### src/rtl/ovp_pkg.sv
package ovp_pkg;

  // Convert a time in nanoseconds to a whole number of clock cycles, rounding up.
  function automatic int ns_to_cycles(int ns, int clk_mhz);
    return (ns * clk_mhz + 999) / 1000;
  endfunction

  // Bits needed to hold values 0..n.
  function automatic int bits_for(int n);
    return (n < 1) ? 1 : $clog2(n + 1);
  endfunction

  // A switch turn-off: conducting last cycle, off this cycle.
  function automatic logic is_turn_off(logic was_on, logic is_on);
    return was_on & ~is_on;
  endfunction

endpackage

### src/rtl/ovp_sync.sv
module ovp_sync #(
  parameter int WIDTH  = 2,
  parameter int STAGES = 2
) (
  input  logic             clk,
  input  logic             rst_n,
  input  logic [WIDTH-1:0] d,
  output logic [WIDTH-1:0] q
);

  for (genvar i = 0; i < WIDTH; i++) begin : g_bit
    logic [STAGES-1:0] chain;
    always_ff @(posedge clk or negedge rst_n) begin
      if (!rst_n) chain <= '0;
      else        chain <= {chain[STAGES-2:0], d[i]};
    end
    assign q[i] = chain[STAGES-1];
  end

endmodule

### src/rtl/ovp_qualifier.sv
module ovp_qualifier #(
  parameter int BLANK_CYC = 100,
  parameter int MIN_WIDTH = 60
) (
  input  logic clk,
  input  logic rst_n,
  input  logic gate_s,
  input  logic cmp_s,
  output logic toff,
  output logic blanking,
  output logic qual,
  output logic cycle_miss
);
  import ovp_pkg::*;

  localparam int BW = bits_for(BLANK_CYC);
  localparam int WW = bits_for(MIN_WIDTH);

  logic          gate_d;
  logic [BW-1:0] blank_cnt;
  logic [WW-1:0] width_cnt;
  logic          armed;
  logic          got_evt;
  logic          measure;

  assign toff       = is_turn_off(gate_d, gate_s);
  assign blanking   = (blank_cnt != '0);
  assign measure    = armed & ~blanking & ~got_evt & ~toff & cmp_s;
  assign qual       = measure && (width_cnt == WW'(MIN_WIDTH - 1));
  assign cycle_miss = toff & armed & ~got_evt;

  always_ff @(posedge clk or negedge rst_n) begin
    if (!rst_n) begin
      gate_d    <= 1'b0;
      blank_cnt <= '0;
      width_cnt <= '0;
      armed     <= 1'b0;
      got_evt   <= 1'b0;
    end else begin
      gate_d <= gate_s;
      if (toff) begin
        blank_cnt <= BW'(BLANK_CYC);
        width_cnt <= '0;
        got_evt   <= 1'b0;
        armed     <= 1'b1;
      end else begin
        if (blanking) blank_cnt <= blank_cnt - 1'b1;
        if (qual) begin
          got_evt   <= 1'b1;
          width_cnt <= '0;
        end else if (measure) begin
          width_cnt <= width_cnt + 1'b1;
        end else begin
          width_cnt <= '0;
        end
      end
    end
  end

  a_r2_blank_after_toff: assert property (@(posedge clk) disable iff (!rst_n)
    toff |=> blanking);

  a_r4_single_event: assert property (@(posedge clk) disable iff (!rst_n)
    qual |=> !qual);

  a_r9_abort_width: assert property (@(posedge clk) disable iff (!rst_n)
    toff |=> (width_cnt == '0));

  if (MIN_WIDTH >= 2) begin : g_hist
    a_r3_width_history: assert property (@(posedge clk) disable iff (!rst_n)
      qual |-> $past(cmp_s));
  end

endmodule

### src/rtl/ovp_event_counter.sv
module ovp_event_counter #(
  parameter int EVENTS_TO_LATCH = 4
) (
  input  logic                                     clk,
  input  logic                                     rst_n,
  input  logic                                     qual,
  input  logic                                     cycle_miss,
  output logic [ovp_pkg::bits_for(EVENTS_TO_LATCH)-1:0] count,
  output logic                                     latch_off
);
  import ovp_pkg::*;

  localparam int CW = bits_for(EVENTS_TO_LATCH);

  always_ff @(posedge clk or negedge rst_n) begin
    if (!rst_n) begin
      count     <= '0;
      latch_off <= 1'b0;
    end else if (!latch_off) begin
      if (qual) begin
        count <= count + 1'b1;
        if (count == CW'(EVENTS_TO_LATCH - 1)) latch_off <= 1'b1;
      end else if (cycle_miss) begin
        count <= '0;
      end
    end
  end

  a_r1_count_bound: assert property (@(posedge clk) disable iff (!rst_n)
    count <= CW'(EVENTS_TO_LATCH));

  a_r5_step: assert property (@(posedge clk) disable iff (!rst_n)
    (qual && !latch_off) |=> (count == $past(count) + CW'(1)));

  a_r5_clear: assert property (@(posedge clk) disable iff (!rst_n)
    (cycle_miss && !latch_off) |=> (count == '0));

  a_r6_latch_at_limit: assert property (@(posedge clk) disable iff (!rst_n)
    $rose(latch_off) |-> (count == CW'(EVENTS_TO_LATCH)));

  a_r7_sticky: assert property (@(posedge clk) disable iff (!rst_n)
    latch_off |=> (latch_off && $stable(count)));

endmodule

### src/rtl/ovp_fault_latch.sv
module ovp_fault_latch #(
  parameter int CLK_MHZ         = 100,
  parameter int BLANK_NS        = 1000,
  parameter int MIN_WIDTH_NS    = 600,
  parameter int EVENTS_TO_LATCH = 4,
  parameter int SYNC_STAGES     = 2
) (
  input  logic                                          clk,
  input  logic                                          rst_n,
  input  logic                                          gate_drv,
  input  logic                                          cmp_in,
  output logic                                          latch_off,
  output logic [ovp_pkg::bits_for(EVENTS_TO_LATCH)-1:0] event_count
);
  import ovp_pkg::*;

  localparam int BLANK_CYC = ns_to_cycles(BLANK_NS, CLK_MHZ);
  localparam int MIN_WIDTH = ns_to_cycles(MIN_WIDTH_NS, CLK_MHZ);

  logic [1:0] sync_q;
  logic       gate_s;
  logic       cmp_s;
  logic       toff;
  logic       blanking;
  logic       qual;
  logic       cycle_miss;

  ovp_sync #(.WIDTH(2), .STAGES(SYNC_STAGES)) u_sync (
    .clk   (clk),
    .rst_n (rst_n),
    .d     ({gate_drv, cmp_in}),
    .q     (sync_q)
  );

  assign gate_s = sync_q[1];
  assign cmp_s  = sync_q[0];

  ovp_qualifier #(.BLANK_CYC(BLANK_CYC), .MIN_WIDTH(MIN_WIDTH)) u_qual (
    .clk        (clk),
    .rst_n      (rst_n),
    .gate_s     (gate_s),
    .cmp_s      (cmp_s),
    .toff       (toff),
    .blanking   (blanking),
    .qual       (qual),
    .cycle_miss (cycle_miss)
  );

  ovp_event_counter #(.EVENTS_TO_LATCH(EVENTS_TO_LATCH)) u_cnt (
    .clk        (clk),
    .rst_n      (rst_n),
    .qual       (qual),
    .cycle_miss (cycle_miss),
    .count      (event_count),
    .latch_off  (latch_off)
  );

  a_r2_no_event_in_blank: assert property (@(posedge clk) disable iff (!rst_n)
    blanking |=> $stable(event_count) || (event_count == '0) || latch_off);

  a_r8_no_spurious_latch: assert property (@(posedge clk) disable iff (!rst_n)
    (!latch_off && !qual) |=> !latch_off);

endmodule

### config.mk
export PLATFORM = sky130hd
export DESIGN_NAME = ovp_fault_latch
export DESIGN_NICKNAME = d
export VERILOG_FILES = /design/src/rtl/ovp_pkg.sv /design/src/rtl/ovp_sync.sv /design/src/rtl/ovp_qualifier.sv /design/src/rtl/ovp_event_counter.sv /design/src/rtl/ovp_fault_latch.sv
export SDC_FILE = /design/constraint.sdc
export NUM_CORES = 1
export LEC_CHECK = 0
export ABC_CLOCK_PERIOD_IN_PS = 1600
export CAP_MARGIN = 25
export CORE_MARGIN = 1
export CORE_UTILIZATION = 50
export CTS_CLUSTER_DIAMETER = 40
export DETAILED_ROUTE_END_ITERATION = 6
export PLACE_DENSITY = 0.77
export SLEW_MARGIN = 20
export SYNTH_ARGS = -nofsm -noshare
export SYNTH_HDL_FRONTEND = slang
export SYNTH_SLANG_ARGS = --single-unit
### constraint.sdc
create_clock -name clk -period 1.6 [get_ports clk]
set_input_delay 0.32 -clock clk [delete_from_list [all_inputs] [get_ports clk]]
set_output_delay 0.32 -clock clk [all_outputs]
set_load 0.02 [all_outputs]
After elaboration in Yosys (flattened, before gate mapping)
Index checks and enable logic that the tools add are counted.
{ "totals": {"reg_bits": 24, "input_bits": 4, "out_inout_bits": 4, "word_cells": 44} }
{ "classes": {"addsub": 3, "n_eq_ne": 2, "n_mux": 12, "n_bitwise": 12, "n_reduce_logical": 6} }
{ "op_table": {"columns": ["cell", "count"], "rows": [
  ["6-bit 2-to-1 mux", 3],
  ["7-bit 2-to-1 mux", 2],
  ["1-bit AND", 7],
  ["7-bit nonzero test", 1],
  ["7-bit by 1-bit subtractor with 7-bit output (second input constant)", 1],
  ["6-bit by 1-bit adder with 6-bit output (second input constant)", 1],
  ["6-bit == test (second input constant)", 1],
  ["3-bit 2-to-1 mux", 2],
  ["2-bit nonzero test", 3],
  ["1-bit 2-to-1 mux", 5],
  ["1-bit NOT", 5],
  ["3-bit by 1-bit adder with 3-bit output (second input constant)", 1],
  ["3-bit by 2-bit == test with 1-bit output (second input constant)", 1],
  ["2-bit AND reduction", 1],
  ["1-bit logical AND", 1]
]} }

Longest topological paths before layout
{ "depth": {"word_depth": 9, "depth_mapped": 7, "depth_no_buf": 6} }

Cells and area by module
A second synthesis with hierarchy kept.
{ "unflattened": {"hier_cells": 98, "area_unflattened_um2": 1113.6} }
{ "modules_own_cells": {"columns": ["mod", "instances", "cells_each", "area_per_inst_um2", "seq_area_each_um2"], "rows": [
  ["ovp_qualifier", 1, 77, 810.8, 400.4],
  ["ovp_event_counter", 1, 15, 187.7, 100.1],
  ["ovp_sync", 1, 6, 115.1, 100.1]
]} }

Worst setup path before layout
OpenSTA, ideal clock, no wires.
{ "synth_path": {"path_kind": "register -> register", "start": "reg u_qual.blank_cnt[0]", "end": "reg u_cnt.count[0] (netlist bit)", "setup_ps": 135, "t_arrival_ps": 1601, "required_ps": 1465, "path_slack_ps": -135, "stages_incl_launch_ff": 8, "n_path_buf": 1, "synth_period_minus_slack_ps": 1735, "path_cell_list": "dfrtp_1 -> inv_1 -> ha_1 -> nor3b_4 -> nand4_2 -> or3_1 -> buf_2 -> mux2i_1"} }
{ "synth_via": {"elab_chain_len": 9, "word_cells_on_any_way": 10, "cone_classes": "mux: 1; bitwise: 5; reduce/logical: 4"} }
{ "synth_rtl": {"columns": ["element", "line_no", "text"], "rows": [
  ["from (decl)", "ovp_qualifier.sv:20", "logic [BW-1:0] blank_cnt;"],
  ["from (signal assigned)", "ovp_qualifier.sv:42", "blank_cnt <= BW'(BLANK_CYC);"],
  ["from (signal assigned)", "ovp_qualifier.sv:47", "if (blanking) blank_cnt <= blank_cnt - 1'b1;"],
  ["7-bit nonzero test (*)", "ovp_qualifier.sv:27", "assign blanking = (blank_cnt != '0);"],
  ["1-bit NOT (*)", "ovp_qualifier.sv:28", "assign measure = armed & ~blanking & ~got_evt & ~toff & cmp_s;"],
  ["1-bit AND (*) (4 in a row)", "ovp_qualifier.sv:28", null],
  ["1-bit logical AND (*)", "ovp_qualifier.sv:29", "assign qual = measure && (width_cnt == WW'(MIN_WIDTH - 1));"],
  ["2-bit nonzero test (no source line)", null, null],
  ["2-bit AND reduction (no source line)", null, null],
  ["to (signal assigned)", "ovp_event_counter.sv:21", "count <= count + 1'b1;"],
  ["to (decl)", "ovp_event_counter.sv:8", "output logic [ovp_pkg::bits_for(EVENTS_TO_LATCH)-1:0] count,"]
]} }
Mark *: on every way between the ends. The rest lies on a longest branch, timed or not.
A chain may end at the register's enable or synchronous reset.

Worst setup path after layout
{ "layout_path": {"start": "reg u_qual.blank_cnt[1]", "end": "reg u_qual.blank_cnt[5]"} }
{ "layout_via": {"elab_chain_len": 3, "word_cells_on_any_way": 5, "cone_classes": "add/sub: 1; mux: 2; reduce/logical: 2"} }
{ "layout_rtl": {"columns": ["element", "line_no", "text"], "rows": [
  ["7-bit by 1-bit subtractor with 7-bit output", "ovp_qualifier.sv:47", null],
  ["7-bit 2-to-1 mux", "ovp_qualifier.sv:47", null],
  ["7-bit 2-to-1 mux", "ovp_qualifier.sv:41", "if (toff) begin"]
]} }
Parallel ways exist; a longest one is shown, timed or not. The select of a mux whose other input is x is not followed.

==> flow_metrics.py <==
metrics = {
    "cells_and_area": {
        "multi_input_area_um2": 505,
        "area_growth_pct": 28.2,
        "fillers": 159,
        "layout-drive-gt1-share_pct": 28.7,
        "seq_area_um2": 601,
        "antenna_cells": 0,
        "nets": 132,
    },
    "clock_network": {
        "clock_latency_ps": 320,
        "htree_levels": 1,
        "clock_sinks": 24,
        "cts-root-buf": "clkbuf_4",
        "cts_tree": "built",
        "cts_buffers": 3,
        "post-cts-setup-buffers": 0,
        "clock_path_buffers": 2,
        "clkSlewWorstSetupHoldPaths_ps": 130,
        "cts_hold_buf": 0,
    },
    "logic_synthesis": {
        "dominantRegCellSynth": "dfrtp_1",
        "avgSynthCellArea_um2": 11.2,
        "synthArstFlopShare_pct": 100,
        "seq_area_frac_synth_pct": 55.6,
        "synth.ff_latch_count": 24,
        "yosys-top-cells-count": "dfrtp_1, nand2_1, nor2_1",
        "synth_edf_count": 0,
        "synthTopCellsByArea": "dfrtp_1, ha_1, xnor2_1",
        "ys_warn_count": 0,
        "synth_top_area_cell": "dfrtp_1",
        "syn_inst": 96,
        "netlist_area_um2": 1080,
        "yosysUniqueCellTypes": 26,
        "synth_top_area_share_pct": 55.6,
        "yosysMostFrequentCell": "dfrtp_1",
        "synth_fp_nets": 105,
    },
    "sta": {
        "finClkSkew_ps": 3.43,
        "tightest_slew_ps": 446,
        "layout_setup_ws_ps": -59.4,
        "max_slew_margin_pct": 70.2,
        "drv_slew": 0,
        "min_period_over_period_pct": 104,
        "fin_tns_setup_ps": -168,
        "fmax_mhz": 603,
        "setup_viol": 4,
        "period_minus_slack_ps": 1660,
        "finalHoldViolations": 0,
        "rsz0062_at_grt": "yes",
    },
    "drt": {
        "dr_total_vias": 766,
        "via_per_inst": 5.14,
        "routedWlPerCell_um": 13.2,
        "first_pass_iters": 4,
        "drc": 0,
        "drtIter0Drc": 10,
        "final_antenna_net_count": 0,
        "routed_wl_mm": 1.96,
    },
    "worst_setup_path": {
        "cp_max_fo": 2,
        "r2r_cells": 5,
        "worstPathCellList": "buf_4, or3_1, a2111oi_4, xnor2_1, nand2_1",
        "slowest_stage": "dfrtp_1",
        "criticalPathCategory": "reg -> reg",
        "worst-path-buf-inv": 1,
        "worstPathArrival_ps": 1870,
        "crit_path_start_kind": "flip-flop",
        "worstPathRequired_ps": 1810,
        "r2r-start": "u_qual.blank_cnt[1]",
        "critPathTopFamily": "simple AND/OR/NAND/NOR gates",
        "max_stage_delay_ps": 410,
        "critical_path.endpoint_type": "flip-flop",
        "r2r-end": "u_qual.blank_cnt[5]",
        "reg2reg_slack_ps": -60,
    },
    "place": {
        "dp_hpwl_mm": 1.40,
        "preCtsSetupSlack_ps": -101,
        "gp_congestion": 0.796,
        "io_buffers": 7,
    },
    "power": {
        "ir_worst_vdd_uv": 781,
        "cellLeakagePower_nw": 0.646,
        "powerDensity_nw_per_um2": 1070,
        "total_power_mw": 1.49,
    },
    "outcome": {
        "violations": "setup timing",
        "status": "complete, but fails checks",
    },
    "global_routing": {
        "grt_max_degree": 25,
        "antenna_found_initial": 0,
        "grt_pass1_wl_mm": 3.51,
        "grt_pass1_vias": 801,
        "track_usage_pct": 20.1,
        "grt-ovfl-total": 0,
    },
    "die": {
        "num_io_pins": 8,
        "initial_core_util_pct": 53.9,
        "fp-row-count": 16,
        "dieWidth_um": 48.5,
        "dieArea_um2": 2350,
        "core_area_um2": 2000,
        "die_h_um": 48.5,
    },
    "job": {
        "max-cap-violations": 0,
    },
    "worst_hold_path": {
        "hold_path.class": "in -> async",
    },
}
per-stage QoR:
stage	hold slack (ps)	area (µm²)	utilization, %	cells
2_1_floorplan	24.4	1080	-	96
3_3_place_gp	335	1300	65.0	145
3_5_place_dp	336	1300	65.0	145
4_1_cts	355	1370	68.4	149
5_1_grt	367	1380	69.1	149
6_report	341	1380	69.1	149
repair_timing:
item	in CTS	in global routing
resized for setup	12	5
endpoints found under the setup margin	14	12
endpoints found under the hold margin	0	0
pin swaps	6	2
placed cells by master (no fill, tap or decap):
cell type / synthesis / layout
xnor2_1: 6 / 6
a2111oi_4: 0 / 1
clkbuf_4: 0 / 3
mux2i_1: 3 / 3
xor2_1: 1 / 1
nand4_2: 1 / 1
clkdlybuf4s50_1: 0 / 3
clkbuf_8: 0 / 1
nor2b_1: 2 / 2
dlygate4sd2_1: 0 / 4
o21ai_0: 1 / 1
a211oi_1: 1 / 1
o21a_1: 1 / 1
nand4b_1: 1 / 1
ha_2: 0 / 1
ha_4: 0 / 1
nor3b_4: 1 / 1
nor2_1: 12 / 9
or3_1: 4 / 2
nor3_4: 1 / 1
inv_2: 0 / 2
ha_1: 5 / 3
nand2b_4: 0 / 1
a21o_1: 1 / 1
buf_4: 0 / 16
a21oi_1: 3 / 3
nand3_1: 2 / 2
and3b_1: 1 / 1
or4b_2: 1 / 1
inv_1: 6 / 4
dfrtp_1: 24 / 24
nor2_2: 0 / 3
nand2b_1: 3 / 2
nand2_1: 12 / 12
or3_4: 0 / 2
a2111oi_1: 0 / 1
worst reg2reg max path: cells and delay by family (launching register included):
kind / cells / cell delay (ps)
AO/OA/AOI/OAI: 1 / 320
XOR/XNOR: 1 / 200
buffers and inverters: 1 / 140
flip-flops: 1 / 410
AND/OR/NAND/NOR: 2 / 480
area by class of cell:
| type | instances | area share (%) |
|---|---|---|
| Sequential cell | 24 | 43.4 |
| Tap cell | 27 | 2.44 |
| Inverter | 6 | 1.63 |
| Multi-Input combinational cell | 65 | 36.5 |
| Clock buffer | 4 | 2.62 |
| Timing Repair Buffer | 23 | 13.4 |
metal layers:
layer	up-vias	GRT usage, %	wire (µm)
met3	9	5.97	68
met1	367	25.4	886
met2	16	31.5	939
li1	374	-	-
met4	0	10.3	66
met5	-	0	0
state kept, by name (all words and copies together), names as in the netlist:
name and cells:
u_cnt.count 3, u_cnt.latch_off 1, u_qual.armed 1, u_qual.blank_cnt 7, u_qual.gate_d 1, u_qual.got_evt 1, u_qual.width_cnt 6, u_sync.g_bit.chain 4
worst max-delay path by stage:
| stage | from | endpoint | slack, ps | cells after the start |
|---|---|---|---|---|
| 3_5_place_dp | u_qual.blank_cnt[1] | u_cnt.count[1] | -100 | 6 |
| 6_report | u_qual.blank_cnt[1] | u_qual.blank_cnt[5] | -60 | 5 |
| 5_1_grt | u_qual.blank_cnt[1] | u_cnt.count[1] | -110 | 6 |
| 4_1_cts | u_qual.blank_cnt[1] | u_qual.blank_cnt[5] | -70 | 7 |
| 2_1_floorplan | u_qual.blank_cnt[0] | u_cnt.count[0] | -110 | 7 |
| 3_3_place_gp | u_qual.blank_cnt[0] | u_cnt.count[1] | -60 | 6 |
cell families (layout without fill, tap and decap cells):
kind of cell    count (synthesis)  after routing  share of synthesized area (%)
simple gates                   41             41                           21.4
fa+ha+maj                       5              5                           5.79
xor+xnor                        7              7                           5.68
mux                             3              3                           2.78
compound gates                  9              9                           6.14
flops                          24             24                           55.6
buf+inv                         7             33                           2.55
power by group:
group / leakage (nW) / internal [mW] / switching, mW
clock network: 0.0210 / 0.139 / 0.181
logic: 0.324 / 0.213 / 0.182
registers: 0.301 / 0.679 / 0.0932
total: 0.646 / 1.03 / 0.456
Note: power is estimated with default switching activity, not from simulation.
